--- src/rtl/bps_pkg.sv ---
package bps_pkg;
    localparam int TW     = 32;
    localparam int TPU    = 16;
    localparam int NIVL   = 7;
    localparam int NPT    = 4;
    localparam int NCH    = 4;
    localparam int CNT_W  = 32;
    localparam int MODE_W = 2;

    typedef logic [TW-1:0]           tick_t;
    typedef logic [NPT-1:0][TW-1:0]  ptset_t;
    typedef logic [NCH-1:0]          chan_t;

    typedef enum logic {
        MAP_PLAIN = 1'b0,
        MAP_SWAP  = 1'b1
    } map_e;

    function automatic tick_t us2tick(tick_t us);
        return us * tick_t'(TPU);
    endfunction

    function automatic map_e decode_mode(logic [MODE_W-1:0] m);
        return (m == MODE_W'(1)) ? MAP_SWAP : MAP_PLAIN;
    endfunction

    function automatic ptset_t build_pts(tick_t first, tick_t i0, tick_t i1, tick_t i2);
        ptset_t p;
        p[0] = first;
        p[1] = p[0] + us2tick(i0);
        p[2] = p[1] + us2tick(i1);
        p[3] = p[2] + us2tick(i2);
        return p;
    endfunction

    function automatic chan_t init_levels(map_e m);
        return (m == MAP_SWAP) ? chan_t'(4'b0101) : chan_t'(4'b0000);
    endfunction
endpackage

--- src/rtl/bps_phase_timer.sv ---
module bps_phase_timer
    import bps_pkg::*;
(
    input  logic             clk,
    input  logic             rst,
    input  logic             go,
    input  logic             kill,
    input  ptset_t           pts,
    output logic             run,
    output logic [NPT-1:0]   hit,
    output logic             last
);
    tick_t cnt;

    for (genvar k = 0; k < NPT; k++) begin : g_cmp
        assign hit[k] = run && (cnt == pts[k]);
    end
    assign last = hit[NPT-1];

    always_ff @(posedge clk) begin
        if (rst || kill) begin
            run <= 1'b0;
            cnt <= '0;
        end else if (go) begin
            run <= 1'b1;
            cnt <= '0;
        end else if (run) begin
            if (last) begin
                run <= 1'b0;
                cnt <= '0;
            end else begin
                cnt <= cnt + tick_t'(1);
            end
        end
    end


    cnt_bound_chk: assert property (@(posedge clk) disable iff (rst)
        run |-> (cnt <= pts[NPT-1]));


    stop_at_last_chk: assert property (@(posedge clk) disable iff (rst)
        (last && !go) |=> (!run && cnt == '0));
endmodule

--- src/rtl/bps_train_ctl.sv ---
module bps_train_ctl
    import bps_pkg::*;
(
    input  logic             clk,
    input  logic             rst,
    input  logic             start,
    input  logic [CNT_W-1:0] cfg_count,
    input  logic             b_last,
    output logic             accept,
    output logic             refuse,
    output logic             active,
    output logic             restart_a,
    output logic             stop_all
);
    logic [CNT_W-1:0] rem;

    assign active    = (rem != '0);
    assign accept    = start && !active && (cfg_count != '0);
    assign refuse    = start && !accept;
    assign restart_a = b_last && (rem != CNT_W'(1));
    assign stop_all  = b_last && (rem == CNT_W'(1));

    always_ff @(posedge clk) begin
        if (rst) begin
            rem <= '0;
        end else if (accept) begin
            rem <= cfg_count;
        end else if (b_last && active) begin
            rem <= rem - CNT_W'(1);
        end
    end


    accept_load_chk: assert property (@(posedge clk) disable iff (rst)
        accept |=> (active && rem == $past(cfg_count)));


    rem_hold_chk: assert property (@(posedge clk) disable iff (rst)
        (active && !b_last) |=> $stable(rem));
endmodule

--- src/rtl/bps_drive_map.sv ---
module bps_drive_map
    import bps_pkg::*;
(
    input  map_e  map,
    input  chan_t ch,
    output logic  ah,
    output logic  al,
    output logic  bh,
    output logic  bl
);
    always_comb begin
        unique case (map)
            MAP_SWAP: begin
                bh = ch[0];
                bl = ch[1];
                ah = ch[2];
                al = ch[3];
            end
            default: begin
                ah = ch[0];
                bl = ch[1];
                bh = ch[2];
                al = ch[3];
            end
        endcase
    end
endmodule

--- src/rtl/bipulse_seq.sv ---
module bipulse_seq
    import bps_pkg::*;
(
    input  logic                 clk,
    input  logic                 rst,
    input  logic [TW-1:0]        cfg_idle_us,
    input  logic [NIVL*TW-1:0]   cfg_ivl_us,
    input  logic [CNT_W-1:0]     cfg_count,
    input  logic [MODE_W-1:0]    cfg_mode,
    input  logic                 start,
    output logic                 start_ok,
    output logic                 start_rej,
    output logic                 busy,
    output logic                 drv_ah,
    output logic                 drv_al,
    output logic                 drv_bh,
    output logic                 drv_bl
);
    tick_t ivl [NIVL];
    for (genvar i = 0; i < NIVL; i++) begin : g_ivl
        assign ivl[i] = cfg_ivl_us[TW*i +: TW];
    end

    ptset_t pts_a, pts_b;
    map_e   map_r;
    chan_t  ch;

    logic accept, restart_a, stop_all;
    logic run_a, run_b, last_a, last_b;
    logic [NPT-1:0] hit_a, hit_b;

    bps_train_ctl u_ctl (
        .clk       (clk),
        .rst       (rst),
        .start     (start),
        .cfg_count (cfg_count),
        .b_last    (last_b),
        .accept    (accept),
        .refuse    (start_rej),
        .active    (busy),
        .restart_a (restart_a),
        .stop_all  (stop_all)
    );
    assign start_ok = accept;

    bps_phase_timer u_tmr_a (
        .clk  (clk),
        .rst  (rst),
        .go   (accept || restart_a),
        .kill (stop_all),
        .pts  (pts_a),
        .run  (run_a),
        .hit  (hit_a),
        .last (last_a)
    );

    bps_phase_timer u_tmr_b (
        .clk  (clk),
        .rst  (rst),
        .go   (last_a),
        .kill (stop_all),
        .pts  (pts_b),
        .run  (run_b),
        .hit  (hit_b),
        .last (last_b)
    );

    chan_t flips;
    assign flips = {hit_b[1] ^ hit_b[2], hit_b[0] ^ hit_b[3],
                    hit_a[1] ^ hit_a[2], hit_a[0] ^ hit_a[3]};

    always_ff @(posedge clk) begin
        if (rst) begin
            pts_a <= '0;
            pts_b <= '0;
            map_r <= MAP_PLAIN;
            ch    <= '0;
        end else if (accept) begin
            pts_a <= build_pts(us2tick(cfg_idle_us), ivl[0], ivl[1], ivl[2]);
            pts_b <= build_pts(tick_t'(1) + us2tick(ivl[3]), ivl[4], ivl[5], ivl[6]);
            map_r <= decode_mode(cfg_mode);
            ch    <= init_levels(decode_mode(cfg_mode));
        end else begin
            ch    <= ch ^ flips;
        end
    end

    bps_drive_map u_map (
        .map (map_r),
        .ch  (ch),
        .ah  (drv_ah),
        .al  (drv_al),
        .bh  (drv_bh),
        .bl  (drv_bl)
    );


    one_phase_chk: assert property (@(posedge clk) disable iff (rst)
        busy |-> (run_a ^ run_b));


    idle_stop_chk: assert property (@(posedge clk) disable iff (rst)
        !busy |-> (!run_a && !run_b));


    idle_hold_chk: assert property (@(posedge clk) disable iff (rst)
        (!busy && !start) |=> $stable({drv_ah, drv_al, drv_bh, drv_bl}));


    busy_refuse_chk: assert property (@(posedge clk) disable iff (rst)
        (busy && start) |-> start_rej);
endmodule

--- config.mk ---
export PLATFORM = sky130hd
export DESIGN_NAME = bipulse_seq
export DESIGN_NICKNAME = d
export VERILOG_FILES = /design/src/rtl/bps_pkg.sv /design/src/rtl/bps_phase_timer.sv /design/src/rtl/bps_train_ctl.sv /design/src/rtl/bps_drive_map.sv /design/src/rtl/bipulse_seq.sv
export SDC_FILE = /design/constraint.sdc
export NUM_CORES = 1
export LEC_CHECK = 0
export CAP_MARGIN = 20
export CORE_ASPECT_RATIO = 1.5
export CORE_MARGIN = 8
export CORE_UTILIZATION = 25
export CTS_CLUSTER_SIZE = 14
export DETAILED_ROUTE_END_ITERATION = 12
export DONT_BUFFER_PORTS = 1
export PLACE_DENSITY = 0.41
export SETUP_SLACK_MARGIN = 0.2
export SYNTH_ARGS = -nofsm -noshare
export SYNTH_HDL_FRONTEND = slang
export SYNTH_SLANG_ARGS = --single-unit
--- constraint.sdc ---
create_clock -name clk -period 8.1 [get_ports clk]
set_input_delay 2.025 -clock clk [delete_from_list [all_inputs] [get_ports clk]]
set_output_delay 2.025 -clock clk [all_outputs]
set_load 0.05 [all_outputs]
# ---- Word-level counts from Yosys, hierarchy flattened
# Index checks and enable logic that the tools add are counted.
dict set report classes {
  n_addsub 10
  n_reduce_logical 23
  bitwise_logic 5
  muxes 15
  eq_ne 11
}
# op count
set ops {}
lappend ops {{32-bit equality test} 8}
lappend ops {{32-bit adder} 6}
lappend ops {{32-bit two-way mux} 4}
lappend ops {{32-bit by 1-bit adder with 32-bit output (second input constant)} 2}
lappend ops {{32-bit nonzero test} 2}
lappend ops {{1-bit by 32-bit adder with 32-bit output (first input constant)} 1}
lappend ops {{32-bit by 1-bit equality test with 1-bit output (second input constant)} 1}
lappend ops {{32-bit by 1-bit inequality test with 1-bit output (second input constant)} 1}
lappend ops {{32-bit by 1-bit subtractor with 32-bit output (second input constant)} 1}
lappend ops {{1-bit logical AND} 14}
lappend ops {{1-bit two-way mux} 9}
lappend ops {{4-bit two-way mux} 1}
lappend ops {{2-bit OR reduction} 2}
lappend ops {{1-bit XOR} 4}
lappend ops {{4-bit XOR} 1}
lappend ops {{3-bit two-way mux} 1}
lappend ops {{2-bit by 1-bit equality test with 1-bit output (second input constant)} 1}
lappend ops {{1-bit logical NOT} 2}
lappend ops {{1-bit logical OR} 2}
lappend ops {{2-bit nonzero test} 1}
dict set report totals {
  input_bits 293
  ff_bits 355
  output_inout_bits 7
}

# ---- Longest topological paths before layout
# Gate-level depths: netlist of the first run.
dict set report logic_depth {
  depth_word 6
  ltp_mapped 31
  ltp_nobuf 31
}

# ---- Hierarchy
# A second synthesis of the first run with hierarchy kept.
dict set report unflattened {
  cells_unflattened 2794
  area_unflattened_um2 23679.0
}
# mod instances area_each_um2 cells_per_inst
set by_module_without_submodules {}
lappend by_module_without_submodules {bipulse_seq 1 15387.3 1782}
lappend by_module_without_submodules {bps_phase_timer 2 3175.5 384}
lappend by_module_without_submodules {bps_train_ctl 1 1903.1 240}
lappend by_module_without_submodules {bps_drive_map 1 37.5 4}

# ---- Worst setup path after synthesis of the first run
# No wires, ideal clock.
dict set report synth_timing {
  kind {input to register}
  start {input port cfg_idle_us[0]}
  end {register pts_a[126] in the netlist's numbering}
  path_stages 27
  n_path_buf 0
  setup_ps 62
  setup_slack_ps 307
  t_arrival_ps 7731
  t_required_ps 8038
  cell_sequence {ha_1 inv_1 fa_1 nor2b_1 o21ai_0 a21boi_0 o21ba_2 or3_1 a21oi_1 xnor2_1 ha_1 and2_1 a221o_1 a221o_1 a21oi_1 o21bai_1 a21oi_1 xnor2_1 ha_1 nand4_1 or4_1 o21ai_0 a31oi_1 and3_1 or3_1 a2111o_1 nand3_1}
}
dict set report synth_via {
  elab_chain_len 3
}
# element line_no
set synth_lines {}
lappend synth_lines {{start: declaration} bipulse_seq.sv:6} ;# input logic [TW-1:0] cfg_idle_us,
lappend synth_lines {{32-bit adder} bps_pkg.sv:30} ;# p[1] = p[0] + us2tick(i0);
lappend synth_lines {{32-bit adder} bps_pkg.sv:31} ;# p[2] = p[1] + us2tick(i1);
lappend synth_lines {{32-bit adder} bps_pkg.sv:32} ;# p[3] = p[2] + us2tick(i2);
lappend synth_lines {{end signal: assignment} bipulse_seq.sv:79} ;# pts_a <= build_pts(us2tick(cfg_idle_us), ivl[0], ivl[1], ivl[2]);
lappend synth_lines {{end: declaration} bipulse_seq.sv:24} ;# ptset_t pts_a, pts_b;
# Every way passes these cells.
# A chain may end at the register's enable or synchronous reset.

# ---- Worst setup path in the final report of the first run
# Same ends and word-level chain as after synthesis.

==> results.md, run 1 <==
* Ys async rst share at 0%
* Post-synthesis cell count at 2963
* Synth top cells by count: 503 x nand2_1, 345 x a21oi_1, 328 x dfxtp_1
* Clock Sinks at 328
* Wirelength per Cell at 22.2 um
* Library cells used by synthesis at 75
* Crit Path Max Fanout at 2
* Clk Tree Root Cell: clkbuf_16
* Via density at 4.86
* Synth Area in Adders at 9.81%
* Max Used Layer: met5
* Synth area leader: dfxtp_1
* Average size of a mapped cell at 7.73 um2
* Fraction of layout cells with a size suffix above 1 at 9.53%
* Slew headroom at 37.4%
* GR Util All Layers at 17.8%
* Yosys warnings at 0
* Post-DP HPWL at 74900 um
* Min-Delay Path Class: flip-flop to flip-flop
* Post-synthesis mux area share at 0.186%
* Layout Nets at 3502
* Dpl ws at -0.349 ns
* Met3 wire len at 6460 um
* CTS max path bufs at 3
* Hold WS at 0.462 ns
* Boundary pin count at 300
* Static Leakage at 11.2 nW
* Critical Path AT at 8.08 ns
* Final Cell Area at 26700 um2
* Non-Filler Instances at 4250
* Synth-to-layout area growth at 16.5%
* Worst skew pair latency at 0.59 ns
* Initial antenna violation count at 25
* Setup TNS at 0 ns
* Initial cell density of the core at 25.1%
* CTS Buf Count at 42
* Clock Skews at 0.0324 ns
* Period utilization at 93.4%
* Outcome: finished clean
* Max Fclk at 132 MHz
* Slack of the critical path at 0.532 ns
* Post-CTS Hold Buffers at 0
* Main combinational cell family by area after synthesis: simple AND/OR/NAND/NOR gates
* First-pass GRT wire length at 138000 um
* Syn Std Cell Area at 22900 um2
* Routed Antenna Nets at 0
* Dpl cells at 4160
* Syn Nets at 3432
* First DRT Iteration DRCs at 1007
* Core area at 91200 um2
* WL final at 94300 um
* Largest net degree at the start of global routing at 257
* Worst VDD drop at 0.145 mV
* Top post-synthesis cells by area: dfxtp_1 29%, xor2_1 9.5%, ha_1 9.3%, nand2_1 8.2%, a21oi_1 7.5%
* Met1 WL at 34600 um
* Sequential-to-total area share from yosys stat at 28.7%
* # setup viols final at 0
* Dominant synthesized flop cell: dfxtp_1
* Slew Limit Fails at 0
* Post-synthesis xor/xnor area fraction at 17.1%
* H-tree depth at 2
* DRC violations left at 0
* Simple-gate portion of the synthesized area at 22.1%
* Crit path time final at 7.57 ns
* Critical path type: input port to flip-flop
* CTS tree: built
* Total Power at 7.80 mW
* Worst setup EP type: flip-flop
* Routed met2 length at 50000 um
* R2R Setup Slk at 4.37 ns
* Routed vias at 20700
* Chip width at 263 um
* Global placer's final weighted congestion at 0.849
* Yosys reg bits at 328
* Layout Utilization at 29.3%
* Die area at 102000 um2
* Height of the die at 387 um
* Most frequent cell after synthesis: nand2_1
* Grt total ovfl at 0
* Unrepaired setup endpoints after global routing: false
* PortBufs at 0
* Max_cap viols at 0
* Vias in the first global route at 21100
* Row cnt at 136
* Post-synth EDFFs at 0
* Critical path data required time at 8.62 ns
* Synth Area in Compound Gates at 18.1%
* Startpoint type of the worst setup path: input port
* Hold Fails Final Rpt at 0
* Clock-pin slew on the worst setup and hold paths at 0.06 ns
* Area after DPL at 25200 um2
* Top cell type's share of synthesized area at 28.7%
* Slew @ Worst Pin at 0.932 ns
* Initial DRT Pass Iterations at 5
* Pwr/cell area at 292 nW/um2
## timing repair
item / 4_1_cts / 5_1_grt
endpoints found under the setup margin: 0 / 10
buffers inserted: 0 / 1
gates resized for setup: 0 / 17
## where the power goes
part / switching (mW) / internal (mW) / leakage, nW
Sequential: 0.145 / 1.78 / 2.66
Clock: 0.796 / 1.15 / 0.676
Combinational: 2.30 / 1.63 / 7.87
## cells by family after synthesis
kind of cell	count (synthesis)
simple gates	1090
compound gates	690
xor+xnor	445
flops	328
buf+inv	230
fa+ha+maj	176
mux	4
## critical path, cell delays in order
cell,delay [ns]
ha_1,0.18
inv_1,0.07
fa_1,0.21
nor2b_1,0.06
o21ai_1,0.17
a21boi_1,0.13
o21ba_2,0.25
or3_1,0.34
a21oi_1,0.18
xnor2_1,0.14
buf_4,0.17
ha_1,0.24
and2_1,0.17
a221o_1,0.36
a221o_1,0.38
a21oi_1,0.19
o21bai_1,0.09
a21oi_1,0.18
xnor2_1,0.17
ha_1,0.34
nand4_1,0.11
or4_1,0.55
o21ai_2,0.16
a31oi_1,0.14
and3_1,0.21
or3_1,0.40
a2111o_1,0.38
nand3_1,0.08
## layout by cell type, fill, tap and decap left out, types with 42 or more instances in the layout
| cell | instances |
|---|---|
| nor3_1 | 44 |
| o21ai_0 | 91 |
| inv_1 | 70 |
| a21o_1 | 56 |
| xnor2_1 | 192 |
| and3_1 | 42 |
| a21oi_1 | 342 |
| nand3_1 | 68 |
| buf_4 | 183 |
| dfxtp_1 | 328 |
| ha_1 | 169 |
| nor2_1 | 179 |
| clkbuf_16 | 43 |
| nor4_1 | 67 |
| nand4_1 | 61 |
| nand2_1 | 503 |
| xor2_1 | 249 |
## path summary, 6_finish.rpt
| path | to | depth (start not counted) | from |
|---|---|---|---|
| setup / recovery | pts_a[126] | 28 | cfg_idle_us[0] |
| hold / removal | pts_a[48] | 2 | pts_a[48] |
| setup reg to reg | u_ctl.rem[29] | 12 | u_tmr_b.cnt[0] |
| hold reg to reg | pts_a[48] | 2 | pts_a[48] |
## per-layer routing
metal  vias up  GRT usage, %
li1      10500             -
met1      9583          18.0
met2       431          34.3
met3       147          5.35
met4        20          5.91
met5         -             0
## registers in the layout, summed over array words and instances (netlist names)
signal and cells:
ch 4, map_r 1, pts_a 112, pts_b 113, u_ctl.rem 32, u_tmr_a.cnt 32, u_tmr_a.run 1, u_tmr_b.cnt 32
u_tmr_b.run 1
## final cells by class
class | instances | area (um2)
Multi-Input combinational cell | 2405 | 15500
Antenna cell | 14 | 35.0
Clock inverter | 15 | 184
Sequential cell | 328 | 6570
Clock buffer | 59 | 1230
Fill cell | 10000 | 64500
Inverter | 71 | 267
Tap cell | 1173 | 1470
Timing Repair Buffer | 185 | 1420
(Power assumes the default switching activity.)
==> run 2, diff against run 1 <==
- SYNTH_HIERARCHICAL: unset -> 1
==> results.md, run 2 <==
* Outcome: finished clean
* Dpl ws at -0.490 ns (-0.141 ns)
* Post-DP HPWL at 76100 um (+1.6%)
* First DRT Iteration DRCs at 879 (-13%)
* Hold Crit Start: pts_a[126]
* Layout Utilization at 29.3% (+0.089 points)
* Clock Skews at 0.0481 ns (+0.0157 ns)
* Row cnt at 138 (+1.5%)
* Min-Delay Path Class: flip-flop to flip-flop
* Die area at 105000 um2 (+3.2%)
* Startpoint type of the worst setup path: input port
* Clk Tree Root Cell: clkbuf_16
* Max reg flops at 113 (unchanged)
* Via density at 4.79 (-1.6%)
* Core area at 94100 um2 (+3.2%)
* Crit path time final at 7.55 ns (-0.0203 ns)
* Most frequent cells in the layout: 332 x nor2_1, 328 x dfxtp_1, 314 x xnor2_1
* # setup viols final at 0 (unchanged)
* Clock Sinks at 328 (unchanged)
* Yosys warnings at 6 (+6)
* Worst setup EP type: flip-flop
* CTS tree: built
* Post-synth EDFFs at 0 (unchanged)
* Clock-pin slew on the worst setup and hold paths at 0.06 ns (about the same)
* Unrepaired setup endpoints after global routing: false
* H-tree depth at 2 (unchanged)
* Synth-to-layout area growth at 16.6%
* Slack of the critical path at 0.553 ns (+0.0203 ns)
* Static Leakage at 10.9 nW (-2.4%)
* Height of the die at 393 um (+1.6%)
* CTS Buf Count at 40 (-4.8%)
* Max Fclk at 132 MHz (+0.27%)
* DRC violations left at 0 (unchanged)
* Global placer's final weighted congestion at 0.866 (+2.0%)
* Initial antenna violation count at 10 (-60%)
* Layout Nets at 3404 (-2.8%)
* Largest net degree at the start of global routing at 200 (-22%)
* Routed Antenna Nets at 0 (unchanged)
* CP startpoint: cfg_ivl_us[102]
* Wirelength per Cell at 22.1 um (-0.21%)
* Post-CTS Hold Buffers at 0 (unchanged)
* WL final at 93600 um (-0.75%)
* Syn Std Cell Area at 23700 um2 (+3.3%)
* Top post-synthesis cells by area: dfxtp_1 28%, xnor2_1 12%, ha_1 9.0%, xor2_1 5.8%, mux2i_1 5.4%
* Critical path type: input port to flip-flop
* Dominant synthesized flop cell: dfxtp_1
* Worst VDD drop at 0.357 mV (+150%)
* Worst skew pair latency at 0.60 ns (about the same)
* Synth area leader: dfxtp_1
* Ys async rst share at 0% (unchanged)
* Critical path data required time at 8.58 ns (-0.04 ns)
* Grt total ovfl at 0 (unchanged)
* Chip width at 267 um (+1.6%)
* Biggest regs: pts_b (113), pts_a (112)
* Routed vias at 20200 (-2.1%)
* Library cells used by synthesis at 101 (+35%)
* Crit Path Max Fanout at 3 (+1)
* Average size of a mapped cell at 8.47 um2 (+9.6%)
* Slew @ Worst Pin at 1.07 ns (+0.134 ns)
* Most common cell after layout, fill and taps aside: nor2_1
* Slew headroom at 28.8% (-8.6 points)
* GR Util All Layers at 17.3% (-0.54 points)
* Post-synthesis cell count at 2794 (-5.7%)
* Sequential-to-total area share from yosys stat at 27.7% (-0.93 points)
* Initial DRT Pass Iterations at 8 (+3)
* Yosys reg bits at 328 (unchanged)
* Initial cell density of the core at 25.2% (+0.042 points)
* Period utilization at 93.2% (-0.25 points)
* Slew Limit Fails at 0 (unchanged)
* PortBufs at 0 (unchanged)
* Vias in the first global route at 20700 (-1.7%)
* Top cell type's share of synthesized area at 27.7% (-0.93 points)
* Fraction of layout cells with a size suffix above 1 at 12.1% (+2.6 points)
* Critical Path AT at 8.03 ns (-0.05 ns)
* Most frequent cell after synthesis: nor2_1
* Max_cap viols at 0 (unchanged)
* Pwr/cell area at 356 nW/um2 (+22%)
* Synth top cells by count: 334 x nor2_1, 328 x dfxtp_1, 317 x xnor2_1
* Largest Register: pts_b
* First-pass GRT wire length at 135000 um (-2.2%)
* CTS max path bufs at 3 (unchanged)
* Worst r2r src: u_ctl/rem[16]
* Boundary pin count at 300 (unchanged)
* Hold Fails Final Rpt at 0 (unchanged)
[run 2: changes by cell type in the layout (fill, tap and decap cells not counted), moves of 23 or more]
cell and delta:
nor2_1 +153, xor2_1 -93, and3_1 -23, buf_4 +31, xnor2_1 +122, conb_1 +28, nand2_1 -345, a22o_1 +44
a21oi_1 -183, mux2i_1 +125
[run 2: path summary, 6_finish.rpt]
kind                     end  slack [ns]  cells past startpoint
setup / recovery  pts_b[127]        0.55                     27
hold / removal    pts_a[126]        0.46                      2
setup reg to reg   pts_a[62]        3.32                      9
hold reg to reg   pts_a[126]        0.46                      2
[run 2: kinds of logic (layout without fill, tap and decap cells)]
kind of cell / count (synthesis) / count (layout) / share of synthesized area, %
adder cells (fa/ha/maj): 176 / 176 / 9.49
AND/OR/NAND/NOR: 913 / 913 / 19.4
AO/OA/AOI/OAI: 558 / 558 / 15.9
multiplexers: 131 / 131 / 5.59
flip-flops: 328 / 328 / 27.7
other: 1 / 33 / 0.0158
buffers and inverters: 213 / 354 / 4.34
XOR/XNOR: 474 / 474 / 17.6
[run 2: layer usage]
layer  track usage (%)  part of all wire (%)
met5                 0                 0.058
met1              16.6                    35
met4              7.83                   4.6
met3              3.52                   4.7
met2              34.6                    55
[run 2: critical path, stage by stage]
cell and delay [ns]:
ha_1 0.20, or4_1 0.54, a21oi_2 0.17, nor3_1 0.12, or3b_4 0.42, a21o_1 0.19
a21oi_1 0.17, xnor2_1 0.18, ha_1 0.31, nand3_1 0.12, nor2_1 0.06, o311a_1 0.16
or4_4 0.53, nand2_1 0.10, xnor2_1 0.20, ha_1 0.31, a21o_1 0.19, a211oi_1 0.29
o21ai_1 0.15, o311ai_1 0.34, buf_4 0.20, a31oi_2 0.12, a41oi_2 0.22, a21oi_1 0.11
xor2_1 0.17, xnor3_1 0.24, o21a_1 0.17
[run 2: repair_timing]
item	4_1_cts	5_1_grt
setup buffers	1	1
endpoints found under the setup margin	1	4
pin swaps	2	10
resized for setup	4	19
[run 2: area by class of cell]
class	count	area, um2
Fill cell	10200	66500
Multi-Input combinational cell	2280	16300
Sequential cell	328	6570
Timing Repair Buffer	215	1630
Tap cell	1260	1580
Clock buffer	57	1110
Inverter	70	263
Clock inverter	12	126
Antenna cell	5	12.5
[run 2: power breakdown]
part	internal [mW]	switching, mW	leakage, nW
sequential	2.05	0.363	2.66
combinational	2.41	3.24	7.67
clock	0.995	0.771	0.602
total	5.46	4.38	10.9
[run 2: through the flow]
stage	cell area [um2]	hold slack, ns	total power [mW]	instances	setup TNS [ns]
final	27600	0.464	9.83	4227	0
after global routing	27600	0.484	10.6	4225	0
after CTS	27500	0.468	9.96	4221	0
after detailed placement	26200	0.459	8.12	4151	-1.07
after global placement	26200	0.452	8.12	4151	-0.895
after floorplan	23800	0.437	6.22	2821	0
==> run 3, diff against run 2 <==
- clock period: 8.1 -> 6.7 ns (I/O delays scaled with it)
==> results.md, run 3 (synthesis gave the netlist of run 2 again) <==
* Worst path most repeated cell: a21oi_2
* Worst skew pair latency at 0.58 ns (-0.02 ns)
* Outcome: complete, but fails checks
* Slowest stage cell, crit path: fa_2
* Row cnt at 138 (unchanged)
* Slowest stage delay, CP at 0.36 ns (-0.18 ns)
* Post-CTS Hold Buffers at 0 (unchanged)
* Die area at 105000 um2 (unchanged)
* Initial DRT Pass Iterations at 5 (-3)
* Min-Delay Path Class: flip-flop to flip-flop
* Pwr/cell area at 429 nW/um2 (+21%)
* Max_cap viols at 0 (unchanged)
* Layout Nets at 3668 (+7.8%)
* Wirelength per Cell at 21.8 um (-1.6%)
* GR Util All Layers at 18.2% (+0.88 points)
* Worst setup EP type: flip-flop
* Synth-to-layout area growth at 29.3%
* Global placer's final weighted congestion at 0.854 (-1.4%)
* Most common cell after layout, fill and taps aside: buf_4
* Largest net degree at the start of global routing at 200 (unchanged)
* Core area at 94100 um2 (unchanged)
* CTS tree: built
* Initial antenna violation count at 23 (+13)
* Boundary pin count at 300 (unchanged)
* Final Cell Area at 30600 um2 (+11%)
* Via density at 4.73 (-1.3%)
* WL final at 98100 um (+4.8%)
* Area after DPL at 28300 um2 (+7.7%)
* Routed vias at 21300 (+5.2%)
* Biggest regs: pts_b (113), pts_a (112)
* Clock Skews at 0.0263 ns (-0.0218 ns)
* Clk Tree Root Cell: clkbuf_16
* Worst VDD drop at 0.359 mV (+0.64%)
* First-pass GRT wire length at 142000 um (+5.1%)
* Most frequent cells in the layout: 469 x buf_4, 328 x nor2_1, 328 x dfxtp_1
* Fillcell total at 10000 (-1.2%)
* Layout Utilization at 32.5% (+3.2 points)
* Slew headroom at 26.6% (-2.2 points)
* Period utilization at 102%
* Chip width at 267 um (unchanged)
* First DRT Iteration DRCs at 1073 (+22%)
* Max Fclk at 147 MHz
* Clock-pin slew on the worst setup and hold paths at 0.06 ns (about the same)
* Dpl ws at -1.12 ns (-0.626 ns)
* Unrepaired setup endpoints after global routing: true
* Slew @ Worst Pin at 1.10 ns (+0.0324 ns)
* Static Leakage at 12.5 nW (+15%)
* Initial cell density of the core at 25.2% (unchanged)
* DRC violations left at 0 (unchanged)
* Critical path type: input port to flip-flop
* Crit Path Max Fanout at 5 (+2)
* Post-DP HPWL at 80000 um (+5.2%)
* Startpoint type of the worst setup path: input port
* Crit path time final at 6.81 ns
* # setup viols final at 1 (+1)
* Critical path data required time at 7.17 ns (-1.41 ns)
* Slew Limit Fails at 0 (unchanged)
* H-tree depth at 2 (unchanged)
* Critical Path AT at 7.28 ns (-0.75 ns)
* Routed Antenna Nets at 0 (unchanged)
* CTS max path bufs at 3 (unchanged)
* Clock Sinks at 328 (unchanged)
* Max reg flops at 113 (unchanged)
* Vias in the first global route at 21800 (+5.0%)
* Grt total ovfl at 0 (unchanged)
* Slack of the critical path at -0.106 ns (-0.659 ns)
* Failing checks: setup timing
* PortBufs at 0 (unchanged)
* Height of the die at 393 um (unchanged)
* Setup TNS at -0.106 ns (-0.106 ns)
* Hold Fails Final Rpt at 0 (unchanged)
* CTS Buf Count at 40 (unchanged)
* Fraction of layout cells with a size suffix above 1 at 22.9% (+11 points)
* Largest Register: pts_b
==> run 3: cell types whose count changed in the layout (fill, tap and decap cells not counted), sizes merged <==
| cell | change |
|---|---|
| buf | +264 |
| diode | +13 |
| clkinv | -4 |
| bufinv | +2 |
| clkbuf | +1 |
| clkinvlp | -1 |
| inv | +1 |
==> run 3: path summary, 6_finish.rpt <==
path                       start          to  slack, ns  cells after the start
hold / removal         pts_b[95]   pts_b[95]       0.46                      2
setup reg to reg   u_ctl/rem[16]   pts_a[93]       2.14                     10
hold reg to reg        pts_b[95]   pts_b[95]       0.46                      2
setup / recovery  cfg_idle_us[0]  pts_a[127]      -0.11                     31
==> run 3: stage by stage <==
stage          instances  power, mW  hold WS, ns
2_1_floorplan       2821       7.57        0.437
3_3_place_gp        4390       10.5        0.451
3_5_place_dp        4390       10.5        0.454
4_1_cts             4471       13.0        0.462
5_1_grt             4490       14.1        0.476
6_report            4503       13.1        0.460
==> run 3: repair_timing <==
action,CTS,global route
hold endpoints to repair,0,0
gates cloned,0,0
gates resized for setup,42,92
pin swaps,37,52
endpoints found under the setup margin,16,20
buffers inserted,13,14
==> run 3: cell type report <==
| cell class | count | area [um2] | area share [%] |
|---|---|---|---|
| multi-input combinational | 2280 | 17100 | 56.0 |
| sequential | 328 | 6570 | 21.4 |
| timing repair buffer | 479 | 3690 | 12.1 |
| tap | 1260 | 1580 | 5.15 |
| clock buffer | 58 | 1200 | 3.92 |
| inverter | 70 | 263 | 0.858 |
| clock inverter | 10 | 143 | 0.466 |
| antenna | 18 | 45.0 | 0.147 |
==> run 3: metal layers <==
| metal | GRT usage, % | vias to the layer above | part of all wire (%) |
|---|---|---|---|
| met5 | 0 | - | 0.094 |
| met4 | 8.08 | 14 | 4.5 |
| met3 | 5.48 | 159 | 6.9 |
| met2 | 34.4 | 446 | 53 |
| met1 | 18.0 | 9945 | 36 |
| li1 | - | 10700 | - |
==> run 3: power breakdown <==
| part | switching [mW] | internal [mW] | leakage [nW] |
|---|---|---|---|
| clock | 0.942 | 1.36 | 0.660 |
| combinational | 4.26 | 3.64 | 9.20 |
| sequential | 0.472 | 2.48 | 2.66 |
==> run 3: worst max-delay path: cells and delay by family <==
kind | cells | cell delay, ns
buffers and inverters | 1 | 0.14
AOI/OAI and AO/OA | 18 | 3.13
adders and majority gates | 4 | 1.04
xor gates and xnor gates | 2 | 0.31
and+or+nand+nor | 6 | 0.96
